==> config.mk <==
export PLATFORM = sky130hd
export DESIGN_NAME = evt_flag_table
export DESIGN_NICKNAME = d
export VERILOG_FILES = /design/src/rtl/evt_flag_table.sv
export SDC_FILE = /design/constraint.sdc
export NUM_CORES = 1
export LEC_CHECK = 0
export ABC_CLOCK_PERIOD_IN_PS = 3650
export BUFFER_PORTS_ARGS = -buffer_cell sky130_fd_sc_hd__buf_2
export CAP_MARGIN = 5
export CORE_AREA = 8 8 216 218
export CTS_BUF_LIST = sky130_fd_sc_hd__clkbuf_4 sky130_fd_sc_hd__clkbuf_8
export CTS_CLUSTER_SIZE = 14
export DETAILED_ROUTE_END_ITERATION = 8
export DIE_AREA = 0 0 224 226
export MAX_ROUTING_LAYER = met4
export PLACE_DENSITY = 0.71
export SLEW_MARGIN = 20
export SYNTH_ARGS = -nofsm -noshare
export SYNTH_HDL_FRONTEND = slang
export SYNTH_SLANG_ARGS = --single-unit
==> constraint.sdc <==
create_clock -name clk -period 3.65 [get_ports clk]
set_input_delay 0.365 -clock clk [delete_from_list [all_inputs] [get_ports clk]]
set_output_delay 0.365 -clock clk [all_outputs]
set_load 0.005 [all_outputs]
==> src/rtl/evt_flag_table.sv <==
module evt_flag_table #(
  parameter int NUM_EVENTS = 260,
  parameter int IDX_W      = 9
) (
  input  logic                  clk,
  input  logic                  rst_n,
  input  logic [NUM_EVENTS-1:0] evt_set,
  input  logic                  req_valid,
  output logic                  req_ready,
  input  logic [IDX_W-1:0]      req_idx,
  input  logic [31:0]           req_opt,
  output logic                  rsp_valid,
  output logic                  rsp_err,
  output logic [NUM_EVENTS-1:0] flags
);
  localparam int VAL_W   = 12;
  localparam int WEN_BIT = 15;
  localparam int UVAL_LO = 16;
  localparam int UEN_BIT = 31;

  logic [NUM_EVENTS-1:0] flags_q, flags_d;
  logic                  busy_q;
  logic [IDX_W-1:0]      idx_q;
  logic                  wait_en_q, upd_en_q;
  logic [VAL_W-1:0]      wait_val_q, upd_val_q;
  logic                  rsp_valid_q, rsp_err_q;

  logic accept, bad_idx, cur, wait_ok, fire;

  assign accept  = req_valid && !busy_q;
  assign bad_idx = (32'(req_idx) >= NUM_EVENTS);
  assign cur     = flags_q[idx_q];
  assign wait_ok = !wait_en_q || (cur == (wait_val_q != '0));
  assign fire    = busy_q && wait_ok;

  always_comb begin
    flags_d = flags_q;
    if (fire && upd_en_q)
      flags_d[idx_q] = (upd_val_q != '0);
    flags_d = flags_d | evt_set;
  end

  always_ff @(posedge clk) begin
    if (!rst_n) begin
      flags_q     <= '0;
      busy_q      <= 1'b0;
      idx_q       <= '0;
      wait_en_q   <= 1'b0;
      upd_en_q    <= 1'b0;
      wait_val_q  <= '0;
      upd_val_q   <= '0;
      rsp_valid_q <= 1'b0;
      rsp_err_q   <= 1'b0;
    end else begin
      flags_q     <= flags_d;
      rsp_valid_q <= fire || (accept && bad_idx);
      rsp_err_q   <= accept && bad_idx;
      if (accept && !bad_idx) begin
        busy_q     <= 1'b1;
        idx_q      <= req_idx;
        wait_val_q <= req_opt[VAL_W-1:0];
        wait_en_q  <= req_opt[WEN_BIT];
        upd_val_q  <= req_opt[UVAL_LO +: VAL_W];
        upd_en_q   <= req_opt[UEN_BIT];
      end else if (fire) begin
        busy_q <= 1'b0;
      end
    end
  end

  assign req_ready = !busy_q;
  assign rsp_valid = rsp_valid_q;
  assign rsp_err   = rsp_err_q;
  assign flags     = flags_q;
endmodule

* Word-level counts from Yosys, hierarchy flattened *
Cells that the tools add are included.

word-level totals
  flip-flop bits (word level) = 298
  input bits = 304
  output and inout bits = 263
  word-level logic and storage cells = 36

cells by class
  magnitude comparators = 3
  eq/ne operators = 1
  multiplexer cells = 8
  bitwise logic cells = 1
  reduce and logical (&&, ||, !) cells = 14

operator list
  kind                                                                                 number
  260-bit bitwise mux                                                                  1
  260-bit two-way mux                                                                  1
  260-bit OR                                                                           1
  12-bit nonzero test                                                                  2
  9-bit by 10-bit < comparator with 1-bit output, second input constant                1
  1-bit binary-select mux with 9-bit select                                            1
  1-bit demux with 9-bit select                                                        1
  9-bit by 1-bit greater-or-equal comparator with 1-bit output, second input constant  1
  9-bit greater-or-equal comparator, second input constant                             1
  1-bit logical AND                                                                    6
  1-bit two-way mux                                                                    4
  1-bit zero test                                                                      3
  1-bit logical OR                                                                     2
  2-bit nonzero test                                                                   1
  1-bit equality test                                                                  1

* Longest topological paths before layout *
Gate-level depths: netlist of run 1.

  depth after elaboration = 8
  mapped depth = 16
  depth with buffers taken out = 9

* Worst setup path after synthesis of run 1 *
No wires, ideal clock.

  kind = reg-to-reg
  start point = register idx_q[0]
  end point = register flags_q[160] (netlist: flags[160])
  library setup time = 0.122 ns
  data arrival time = 3.031 ns
  data required time = 3.528 ns
  path slack = 0.498 ns
  stages on the path, launching flop included = 17
  path buffers = 7
  clock period less this slack = 3.152 ns
  cell sequence = dfxtp_1 > buf_6 > buf_6 > buf_8 > buf_6 > mux4_2 > a221oi_2 > o21ai_0 > o31ai_1 > o211a_1 > o2111ai_1 > o311a_1 > buf_6 > buf_6 > buf_6 > a311o_1 > o311a_1

between the ends
  word-level cells in the longest chain between the ends = 8
  elaborated cells between the ends (all ways) = 14
  those cells by class = order compare: 2; eq/ne: 1; mux: 6; bitwise: 1; reduce/logical: 4

ends and longest elaborated chain
  what                                       line  text
  start, declared                            23    logic [IDX_W-1:0] idx_q;
  start signal, assigned                     60    idx_q <= req_idx;
  1-bit binary-select mux with 9-bit select  32    assign cur = flags_q[idx_q];
  1-bit two-way mux (not written as such)    32
  1-bit equality test                        33    assign wait_ok = !wait_en_q || (cur == (wait_val_q != '0));
  1-bit logical OR                           33
  1-bit logical AND                          34    assign fire = busy_q && wait_ok;
  1-bit logical AND                          38    if (fire && upd_en_q)
  260-bit two-way mux (*)                    38
  260-bit OR (*)                             40    flags_d = flags_d | evt_set;
  end signal, assigned                       55    flags_q <= flags_d;
  end, declared                              21    logic [NUM_EVENTS-1:0] flags_q, flags_d;

Mark *: on every way between the ends. The rest lies on a longest branch, timed or not. The select of a mux whose other input is x is not followed.
A chain may end at the register's enable or synchronous reset.

* Worst setup path after layout of run 1 *
  start point = register idx_q[0]
  end point = register flags_q[141] (netlist: flags[141])

Same word-level chain as after synthesis.

==> results of run 1 <==
## worst max path at each step
| stage | slack (ns) | start | to | depth (start not counted) |
|---|---|---|---|---|
| final | 0.12 | idx_q[0]$_SDFFE_PN0P_ | flags[141]$_SDFF_PN0_ | 12 |
| after global routing | 0.01 | idx_q[0]$_SDFFE_PN0P_ | flags[47]$_SDFF_PN0_ | 13 |
| after CTS | 0.07 | idx_q[4]$_SDFFE_PN0P_ | flags[154]$_SDFF_PN0_ | 13 |
| after detailed placement | 0.01 | idx_q[0]$_SDFFE_PN0P_ | flags[154]$_SDFF_PN0_ | 13 |
| after global placement | -0.006 | idx_q[0]$_SDFFE_PN0P_ | flags[256]$_SDFF_PN0_ | 13 |
| after floorplan | 0.50 | idx_q[0]$_SDFFE_PN0P_ | flags[160]$_SDFF_PN0_ | 16 |
## synth_stat cells, types with 7 or more instances
cell type and number:
a31oi_1 7, nand3_1 268, buf_6 30, nor2_1 84, buf_1 16, a311o_1 260
a21boi_0 33, a21oi_1 10, nor2b_1 10, o311a_1 258, buf_4 7, nand2_1 100
buf_2 35, a22oi_1 13, mux4_2 57, dfxtp_1 298, clkbuf_1 125, nor4_1 8
mux2i_1 26
## stage by stage
step	cell area, µm²	util (%)	instances
6_report	23800	54.7	3050
5_1_grt	23800	54.7	3050
4_1_cts	23700	54.5	3042
3_5_place_dp	20200	46.6	2719
3_3_place_gp	20200	46.6	2719
2_1_floorplan	16800	-	1698
## final cells by class
class / count / share of cell area (%)
repair buffers: 879 / 26.0
clock inverters: 5 / 0.211
multi-input cells: 1180 / 41.0
flip-flops and latches: 298 / 25.1
inverters: 4 / 0.0632
clock buffers: 86 / 4.46
diodes: 6 / 0.0632
well taps: 592 / 3.12
## worst register-to-register path, stage by stage (launching register included)
cell and delay [ns]:
dfxtp_4 0.44, buf_12 0.21, mux4_2 0.58, mux4_2 0.51
nand2_1 0.09, a31oi_1 0.09, a31oi_1 0.21, or4_1 0.15
o311a_4 0.21, buf_12 0.21, buf_12 0.24, nand3_1 0.13
o311a_1 0.34
## registers in the layout, summed over array words and instances (netlist names)
name and cells:
rsp_valid 1, upd_en_q 1, idx_q 9, busy_q 1, wait_val_q 12, rsp_err 1, wait_en_q 1, flags 260
upd_val_q 12
## cells by family (layout without fill, tap and decap cells)
family          count (synthesis)  after routing
compound gates                597            597
buf+inv                       220            974
flops                         298            298
mux                            86             86
other cells                     0              6
simple gates                  497            497
## power by group through the flow
stage	logic (mW)	clock network, mW	registers [mW]
2_1_floorplan	0.961	0	3.70
3_3_place_gp	1.73	0	3.73
3_5_place_dp	1.77	0	3.74
4_1_cts	1.98	3.37	3.67
5_1_grt	2.14	3.51	3.70
6_report	2.02	3.34	3.68
## timing repair
action	4_1_cts	5_1_grt
endpoints found under the hold margin	232	0
buffers inserted	0	1
setup endpoints to repair	64	256
hold buffers	232	0
resized for setup	1	5
pin swaps	0	1
gates cloned	0	1
## per-layer routing
| layer | share of wire [%] | vias to the layer above | GRT usage [%] |
|---|---|---|---|
| met1 | 39 | 9840 | 39.1 |
| met5 | 0 | - | - |
| met2 | 47 | 1455 | 50.6 |
| li1 | - | 8588 | - |
| met4 | 5.0 | 0 | 16.2 |
| met3 | 9.2 | 318 | 6.65 |
==> results by group, run 1 <==
Timing
  – Tcrit/Tclk final: 96.8%
  – Fmax: 283 MHz
  – Final setup fails: 0
  – Final Hold Vio Count: 0
  – WHS: 0.0425 ns
  – Final total negative setup slack: 0 ns
  – Crit path time final: 3.53 ns
  – Normalized max-slew margin: 29.0%
  – RSZ-0062 raised after global routing: false
  – Final Slew Violations: 0
  – Worst Tran Pin Value: 1.07 ns
  – Final worst slack: 0.119 ns
  – Clock Skews: 0.0202 ns

Floorplan
  – DIE WIDTH: 224 µm
  – Initial Util: 38.6%
  – Row count: 77
  – DIE AREA: 50600 µm²
  – Die Y: 226 µm
  – Io pins: 567
  – Core Area: 43500 µm²

Cells and area
  – Post-layout nets: 2720
  – Reg area: 5970 µm²
  – P&R area growth vs syn: 41.8%
  – Area of the multi-input gates: 9740 µm²
  – Commonest non-fill, non-tap cell in the layout: buf_2
  – Share of cells above drive strength 1: 33.1%
  – Number of fill cells: 3723
  – Commonest non-fill, non-tap cells in the layout: buf_2, dfxtp_1, nand3_1

Synth
  – Synth warn: 0
  – Xor and xnor fraction of the mapped netlist area: 0%
  – Top-area cell type share of the netlist area: 35.6%
  – Top FF cell, synth: dfxtp_1
  – Ys async rst share: 0%
  – Syn Area/Cell: 9.87 µm²
  – Seq/Total Area, Yosys: 35.6%
  – Post-synthesis mux area share: 9.42%
  – Post-synthesis compound-gate area fraction: 34.3%
  – Adder-Cell Fraction of Synth Area: 0%
  – Synth Register Bits: 298
  – Post-synth EDFFs: 0
  – Yosys cell types: 45
  – Simple-gate portion of the synthesized area: 13.9%
  – Ranking of synthesized cells by area: dfxtp_1, a311o_1, o311a_1
  – Main combinational cell family by area after synthesis: compound AO/OA/AOI/OAI gates
  – Mapped Cells: 1698
  – Synth area leader: dfxtp_1
  – Mapped Nets: 2002
  – Mapped cell area: 16800 µm²

Drt
  – Drt wl/cell: 27.6 µm
  – ANT nets after route: 0
  – Drt total wl: 84100 µm
  – DRC Markers: 0
  – Initial DRT Pass Iterations: 6
  – Vias per cell: 6.62
  – Vias: 20.2k
  – Initial detailed-routing violation count: 2444

GRT
  – Grt total ovfl: 0
  – Largest net degree at the start of global routing: 129
  – Vias in the first global route: 20.2k
  – Total track usage: 32.3%
  – Initial antenna violation count: 6
  – First-pass GRT wire length: 124000 µm

Worst setup path
  – Worst Reg2Reg Path Length in Cells: 12
  – CP max-delay cell: mux4_2
  – CP Cell Sequence: buf_12 > mux4_2 > mux4_2 > nand2_1 > a31oi_1 > a31oi_1 > or4_1 > o311a_4 > buf_12 > buf_12 > nand3_1 > o311a_1
  – Setup slack, reg-to-reg: 0.12 ns
  – Worst endpoint required time: 4.15 ns
  – CP max stage delay: 0.57 ns
  – Buffers and inverters on the worst path: 3
  – Critical Path End Type: flip-flop
  – Start of the worst register-to-register path: idx_q[0]$_SDFFE_PN0P_
  – CP most frequent cell: buf_12
  – Setup Crit Path Kind: flip-flop to flip-flop
  – Worst Path Max Fanout: 38
  – Critical path startpoint category: flip-flop
  – Critical path's top delay family: multiplexers
  – WP data arrival: 4.04 ns
  – R2R Path End: flags[141]$_SDFF_PN0_

Clocking
  – Root Driver: clkbuf_8
  – Clock-pin slew on the worst setup and hold paths: 0.06 ns
  – CTS buffer count: 53
  – Clock insertion delay at the later pin of the skew report: 0.62 ns
  – Bufs on Longest Clock Path: 3
  – Number of H-tree levels: 2
  – CTS tree: done
  – Clk sinks: 298

Power and ir drop
  – Total Power: 9.04 mW
  – Pwr per Cell Area: 381 nW/µm²
  – Leakage: 9.01 nW
  – Seq pwr share: 40.7%
  – Clock power frac: 36.9%
  – Peak VDD IR: 0.000268 V
  – Switching part of the total: 29.9%
  – Comb pwr share: 22.3%
  – P_sw: 2.70 mW
  – Internal: 6.34 mW

Outcome
  – Status: finished, final reports clean

Worst hold path
  – HP Class: input pin to flip-flop
  – Hold Crit Start: evt_set[220]
  – Hold Path Depth: 2
  – Hold Path End: flags[220]$_SDFF_PN0_

Placed design
  – Place WS: 0.0132 ns
  – GPL Wtd Cong: 0.892
  – Input/output buffers: 560
  – Post-DP HPWL: 57500 µm

Flow run
  – Max-cap violations: 0
No activity file was read; power rests on OpenSTA's default activity.
==> inputs of run 2 (changes only) <==
CORE_AREA = 8 8 214 216   (was 8 8 216 218)
CTS_BUF_LIST = unset   (was sky130_fd_sc_hd__clkbuf_4 sky130_fd_sc_hd__clkbuf_8)
DIE_AREA = 0 0 222 224   (was 0 0 224 226)
PLACE_DENSITY = 0.72   (was 0.71)
==> results by group, run 2 (synthesis gave the netlist of run 1 again) <==
Outcome
  – Status: finished, final reports clean

Worst setup path
  – CP Cell Sequence: buf_12 > mux4_2 > mux4_2 > nand2_1 > a31oi_1 > a31oi_1 > or4_1 > o311a_4 > buf_12 > buf_12 > nand3_1 > o311a_1
  – WP data arrival: 3.90 ns (-0.14 ns)
  – Critical path startpoint category: flip-flop
  – Critical path's top delay family: multiplexers
  – CP max-delay cell: mux4_2
  – Worst Path Max Fanout: 30 (-21%)
  – CP max stage delay: 0.56 ns (about the same)
  – Setup Crit Path Kind: flip-flop to flip-flop
  – CP most frequent cell: buf_12
  – Worst endpoint required time: 4.07 ns (-0.08 ns)
  – Critical Path End Type: flip-flop
  – Buffers and inverters on the worst path: 3 (unchanged)

Placed design
  – Input/output buffers: 560 (unchanged)
  – GPL Wtd Cong: 0.895 (+0.36%)
  – Post-DP HPWL: 56900 µm (-0.98%)

Power and ir drop
  – Total Power: 9.15 mW (+1.2%)
  – Pwr per Cell Area: 427 nW/µm² (+12%)
  – Leakage: 8.00 nW (-11%)
  – Peak VDD IR: 0.000424 V (+58%)

Cells and area
  – Commonest non-fill, non-tap cells in the layout: buf_2, dfxtp_1, nand3_1
  – Area of the multi-input gates: 9720 µm² (-0.15%)
  – Commonest non-fill, non-tap cell in the layout: buf_2
  – Reg area: 5970 µm² (unchanged)
  – Number of fill cells: 3987 (+7.1%)
  – Share of cells above drive strength 1: 35.5% (+2.4 points)
  – Max reg flops: 260 (unchanged)
  – Post-layout nets: 2472 (-9.1%)
  – P&R area growth vs syn: 28.0%

Clocking
  – Number of H-tree levels: 2 (unchanged)
  – CTS tree: done
  – Root Driver: clkbuf_16
  – Bufs on Longest Clock Path: 3 (unchanged)
  – CTS buffer count: 37 (-30%)
  – Clock insertion delay at the later pin of the skew report: 0.55 ns (-0.07 ns)
  – Clock-pin slew on the worst setup and hold paths: 0.07 ns (about the same)
  – Clk sinks: 298 (unchanged)

GRT
  – Total track usage: 30.7% (-1.6 points)
  – First-pass GRT wire length: 115000 µm (-6.9%)
  – Initial antenna violation count: 22 (+16)
  – Grt total ovfl: 0 (unchanged)
  – Vias in the first global route: 18.1k (-10%)
  – Largest net degree at the start of global routing: 217 (+68%)

Drt
  – Initial DRT Pass Iterations: 6 (unchanged)
  – ANT nets after route: 0 (unchanged)
  – Vias: 18.9k (-6.3%)
  – DRC Markers: 0 (unchanged)
  – Vias per cell: 6.86 (+3.6%)
  – Initial detailed-routing violation count: 2079 (-15%)
  – Drt total wl: 79700 µm (-5.2%)
  – Drt wl/cell: 28.9 µm (+4.9%)

Timing
  – Final Slew Violations: 0 (unchanged)
  – Crit path time final: 3.47 ns (-0.0565 ns)
  – Fmax: 288 MHz (+1.6%)
  – Final Hold Vio Count: 0 (unchanged)
  – Final total negative setup slack: 0 ns (unchanged)
  – Tcrit/Tclk final: 95.2% (-1.5 points)
  – RSZ-0062 raised after global routing: false
  – Normalized max-slew margin: 19.8% (-9.2 points)
  – Clock Skews: 0.0214 ns (+0.00122 ns)
  – WHS: 0.0824 ns (+0.0399 ns)
  – Worst Tran Pin Value: 1.20 ns (+0.138 ns)
  – Final setup fails: 0 (unchanged)

Floorplan
  – Row count: 76 (-1.3%)
  – Core Area: 42500 µm² (-2.2%)
  – Initial Util: 39.4% (+0.86 points)
  – DIE WIDTH: 222 µm (-0.89%)
  – Io pins: 567 (unchanged)
  – DIE AREA: 49700 µm² (-1.8%)
  – Die Y: 224 µm (-0.88%)

Flow run
  – Max-cap violations: 0 (unchanged)

Worst hold path
  – HP Class: input pin to flip-flop
run 2: cell type report:
class,instances,area share (%)
antenna,24,0.280
timing repair buffer,647,17.8
clock buffer,47,4.83
tap,546,3.19
sequential,298,27.9
inverter,4,0.0700
clock inverter,12,0.665
multi-input combinational,1180,45.3
run 2: layer usage:
layer  share of wire [%]  wire, µm  vias up  global-route usage, %
met2                  47     37400     1242                   47.9
met3                 8.5      6800      181                   5.78
li1                    -         -     8108                      -
met1                  41     32700     9397                   38.7
met5                   0         0        -                      -
met4                 3.6      2860        0                   13.1
run 2: worst register-to-register path, cell delays in order (launching register included):
cell,delay [ns]
dfxtp_4,0.41
buf_12,0.20
mux4_2,0.58
mux4_2,0.49
nand2_1,0.09
a31oi_1,0.11
a31oi_1,0.21
or4_1,0.15
o311a_4,0.23
buf_12,0.20
buf_12,0.26
nand3_1,0.12
o311a_1,0.31
run 2: path summary, 6_finish.rpt:
path                                  start                          to  slack [ns]  depth (start not counted)
setup / recovery      idx_q[0]$_SDFFE_PN0P_        flags[24]$_SDFF_PN0_        0.18                         12
hold / removal                   req_opt[5]  wait_val_q[5]$_SDFFE_PN0P_        0.08                          3
setup reg to reg      idx_q[0]$_SDFFE_PN0P_        flags[24]$_SDFF_PN0_        0.18                         12
hold reg to reg   upd_val_q[5]$_SDFFE_PN0P_   upd_val_q[5]$_SDFFE_PN0P_        0.47                          2
run 2: timing repair:
item,in CTS,in global routing
resized for setup,0,3
hold buffers,0,0
setup endpoints to repair,0,210
buffers inserted,0,3
run 2: power by group:
| group | switching [mW] | leakage (nW) | total [mW] | internal, mW |
|---|---|---|---|---|
| logic | 0.992 | 4.92 | 1.79 | 0.800 |
| clock network | 1.47 | 0.587 | 3.68 | 2.21 |
| registers | 0.195 | 2.49 | 3.68 | 3.48 |
| total | 2.66 | 8.00 | 9.15 | 6.49 |
run 2: per-stage QoR:
stage,std cells,util (%),instance area (µm²),worst slack [ns]
finish,2758,50.5,21400,0.175
global placement,2672,47.4,20100,0.152
CTS,2731,50.2,21300,0.0890
detailed placement,2672,47.4,20100,0.155
floorplan,1698,-,16800,0.498
global route,2755,50.4,21400,0.0143
==> inputs of run 3 (changes only) <==
--- a/config.mk
+++ b/config.mk
@@ -13,4 +13,5 @@
 export DETAILED_ROUTE_END_ITERATION = 8
 export DIE_AREA = 0 0 222 224
+export GPL_TIMING_DRIVEN = 0
 export MAX_ROUTING_LAYER = met4
 export PLACE_DENSITY = 0.72
==> constraint.sdc (replaced) <==
create_clock -name clk -period 3.65 [get_ports clk]
set_input_delay 0.365 -clock clk [delete_from_list [all_inputs] [get_ports clk]]
set_output_delay 0.365 -clock clk [all_outputs]
set_load 0.1 [all_outputs]
==> results by group, run 3 (synthesis gave the netlist of run 1 again) <==
Drt
  – Top sig layer: met4
  – Drt total wl: 97800 µm (+23%)
  – Metal2 WL: 44400 µm (+19%)
  – ANT nets after route: 0 (unchanged)
  – Initial DRT Pass Iterations: 8 (+2)
  – Metal3 WL: 10600 µm (+56%)
  – DRC Markers: 0 (unchanged)
  – Drt wl/cell: 33.9 µm (+17%)
  – Wl on met1: 37500 µm (+15%)
  – Vias: 20.8k (+9.7%)
  – Initial detailed-routing violation count: 2899 (+39%)
  – Vias per cell: 7.20 (+4.9%)

Placed design
  – Post-Place Cells: 2803 (+4.9%)
  – Input/output buffers: 559 (-0.18%)
  – GPL Wtd Cong: 0.973 (+8.7%)
  – Post-DP HPWL: 72200 µm (+27%)
  – Place WS: -0.699 ns (-0.855 ns)

Timing
  – Crit path time final: 3.65 ns (+0.179 ns)
  – Final Slew Violations: 0 (unchanged)
  – Clock Skews: 0.0181 ns (-0.00328 ns)
  – Worst Tran Pin Value: 1.23 ns (+0.0237 ns)
  – Final setup fails: 1 (+1)
  – Normalized max-slew margin: 18.2% (-1.6 points)
  – Fmax: 274 MHz (-4.9%)
  – Final total negative setup slack: -0.00385 ns (-0.00385 ns)
  – Final Hold Vio Count: 0 (unchanged)
  – Tcrit/Tclk final: 100% (+4.9 points)
  – Final worst slack: -0.00385 ns (-0.179 ns)

Clocking
  – CTS Hold Bufs: 0 (unchanged)
  – Clk sinks: 298 (unchanged)
  – Bufs on Longest Clock Path: 3 (unchanged)
  – Number of H-tree levels: 2 (unchanged)
  – Clock insertion delay at the later pin of the skew report: 0.56 ns (about the same)
  – CTS buffer count: 37 (unchanged)
  – CTS tree: done
  – Clock-pin slew on the worst setup and hold paths: 0.06 ns (about the same)
  – Root Driver: clkbuf_16

Power and ir drop
  – Peak VDD IR: 0.000314 V (-26%)
  – Total Power: 10.8 mW (+18%)
  – Pwr per Cell Area: 488 nW/µm² (+14%)
  – Leakage: 8.23 nW (+2.8%)

Worst setup path
  – Setup slack, reg-to-reg: -0.004 ns (-0.18 ns)
  – Critical path startpoint category: flip-flop
  – R2R Path End: flags[186]$_SDFF_PN0_
  – Setup Crit Path Kind: flip-flop to flip-flop
  – Start of the worst register-to-register path: idx_q[1]$_SDFFE_PN0P_
  – Worst Reg2Reg Path Length in Cells: 15 (+3)
  – Worst endpoint required time: 4.08 ns (about the same)
  – Worst Path Max Fanout: 10 (-67%)
  – Critical Path End Type: flip-flop
  – WP data arrival: 4.08 ns (+0.18 ns)

Worst hold path
  – Hold Path End: wait_val_q[6]$_SDFFE_PN0P_
  – HP Class: input pin to flip-flop
  – Hold Path Depth: 3 (unchanged)
  – Hold Crit Start: req_opt[6]

Floorplan
  – Io pins: 567 (unchanged)
  – DIE WIDTH: 222 µm (unchanged)
  – Die Y: 224 µm (unchanged)
  – Initial Util: 39.4% (unchanged)
  – Row count: 76 (unchanged)
  – Core Area: 42500 µm² (unchanged)
  – DIE AREA: 49700 µm² (unchanged)

Cells and area
  – P&R area growth vs syn: 31.7%
  – Layout Cells excl Fill: 2886 (+4.6%)
  – Number of fill cells: 3976 (-0.28%)
  – Commonest non-fill, non-tap cell in the layout: buf_2
  – Max reg flops: 260 (unchanged)
  – Post-layout nets: 2614 (+5.7%)
  – Share of cells above drive strength 1: 33.9% (-1.5 points)
  – Commonest non-fill, non-tap cells in the layout: buf_2, dfxtp_1, nand3_1
  – Final Core Density: 51.9% (+1.5 points)

GRT
  – Largest net degree at the start of global routing: 12 (-94%)
  – First-pass GRT wire length: 138000 µm (+19%)
  – Initial antenna violation count: 8 (-64%)
  – Total track usage: 37.7% (+7.0 points)
  – Grt total ovfl: 0 (unchanged)
  – Vias in the first global route: 20.1k (+11%)

Outcome
  – Status: finished, violations left
  – Violated checks: setup timing

Flow run
  – Max-cap violations: 0 (unchanged)
-- run 3: cell count changes in the layout (fill, tap and decap cells not counted), sizes merged --
cell / change
inv: -2
diode: -16
clkinv: -3
buf: +13
clkbuf: +137
clkinvlp: +1
bufinv: -2
-- run 3: critical path: stages, from the launching register on --
cell and delay (ns):
dfxtp_2 0.38, buf_12 0.17, buf_12 0.20, buf_8 0.23, mux4_2 0.34, mux2i_1 0.31, nor3_1 0.09, o31ai_1 0.27
o211a_1 0.25, o2111ai_1 0.18, o311a_4 0.19, buf_12 0.17, clkbuf_16 0.18, clkbuf_16 0.16, a311o_1 0.26, o311a_1 0.14
-- run 3: cell type report --
cell class,instances,area [µm²],area share [%]
repair buffers,576,3040,13.8
diodes,8,20.0,0.0907
clock buffers,55,1060,4.82
flip-flops and latches,298,5970,27.0
clock inverters,6,57.6,0.261
plain buffers,213,1490,6.76
well taps,546,683,3.09
multi-input cells,1180,9730,44.1
inverters,4,15.0,0.0680
-- run 3: timing repair --
action                                 CTS  global route
pin swaps                                3             6
setup endpoints to repair              262           261
gates cloned                             0             6
resized for setup                       65            97
endpoints found under the hold margin    0             0
setup buffers                            4             7
-- run 3: where the power goes --
part,internal (mW),switching (mW)
Combinational,0.871,2.60
Sequential,3.48,0.227
Clock,2.07,1.52
Total,6.42,4.35
-- run 3: metal layers --
metal / vias up / GRT usage, %
li1: 8392 / -
met1: 10224 / 46.0
met2: 1792 / 58.7
met3: 361 / 8.13
met4: 0 / 18.7
met5: - / -
-- run 3: worst max path at each step --
stage | to | cells past startpoint | slack, ns | start
2_1_floorplan | flags[162]$_SDFF_PN0_ | 12 | 0.37 | flags[221]$_SDFF_PN0_
3_3_place_gp | flags[255]$_SDFF_PN0_ | 8 | -0.70 | idx_q[5]$_SDFFE_PN0P_
3_5_place_dp | flags[188]$_SDFF_PN0_ | 14 | -0.70 | idx_q[1]$_SDFFE_PN0P_
4_1_cts | flags[96]$_SDFF_PN0_ | 15 | 0.005 | idx_q[1]$_SDFFE_PN0P_
5_1_grt | flags[185]$_SDFF_PN0_ | 11 | -0.04 | idx_q[2]$_SDFFE_PN0P_
6_report | flags[186]$_SDFF_PN0_ | 15 | -0.004 | idx_q[1]$_SDFFE_PN0P_
-- run 3: per-stage QoR --
stage                     hold WS (ns)  cell area (µm²)
after floorplan                  0.443            16800
after global placement           0.453            20200
after detailed placement         0.458            20200
after CTS                       0.0500            21600
after global routing            0.0755            22100
final                           0.0689            22100
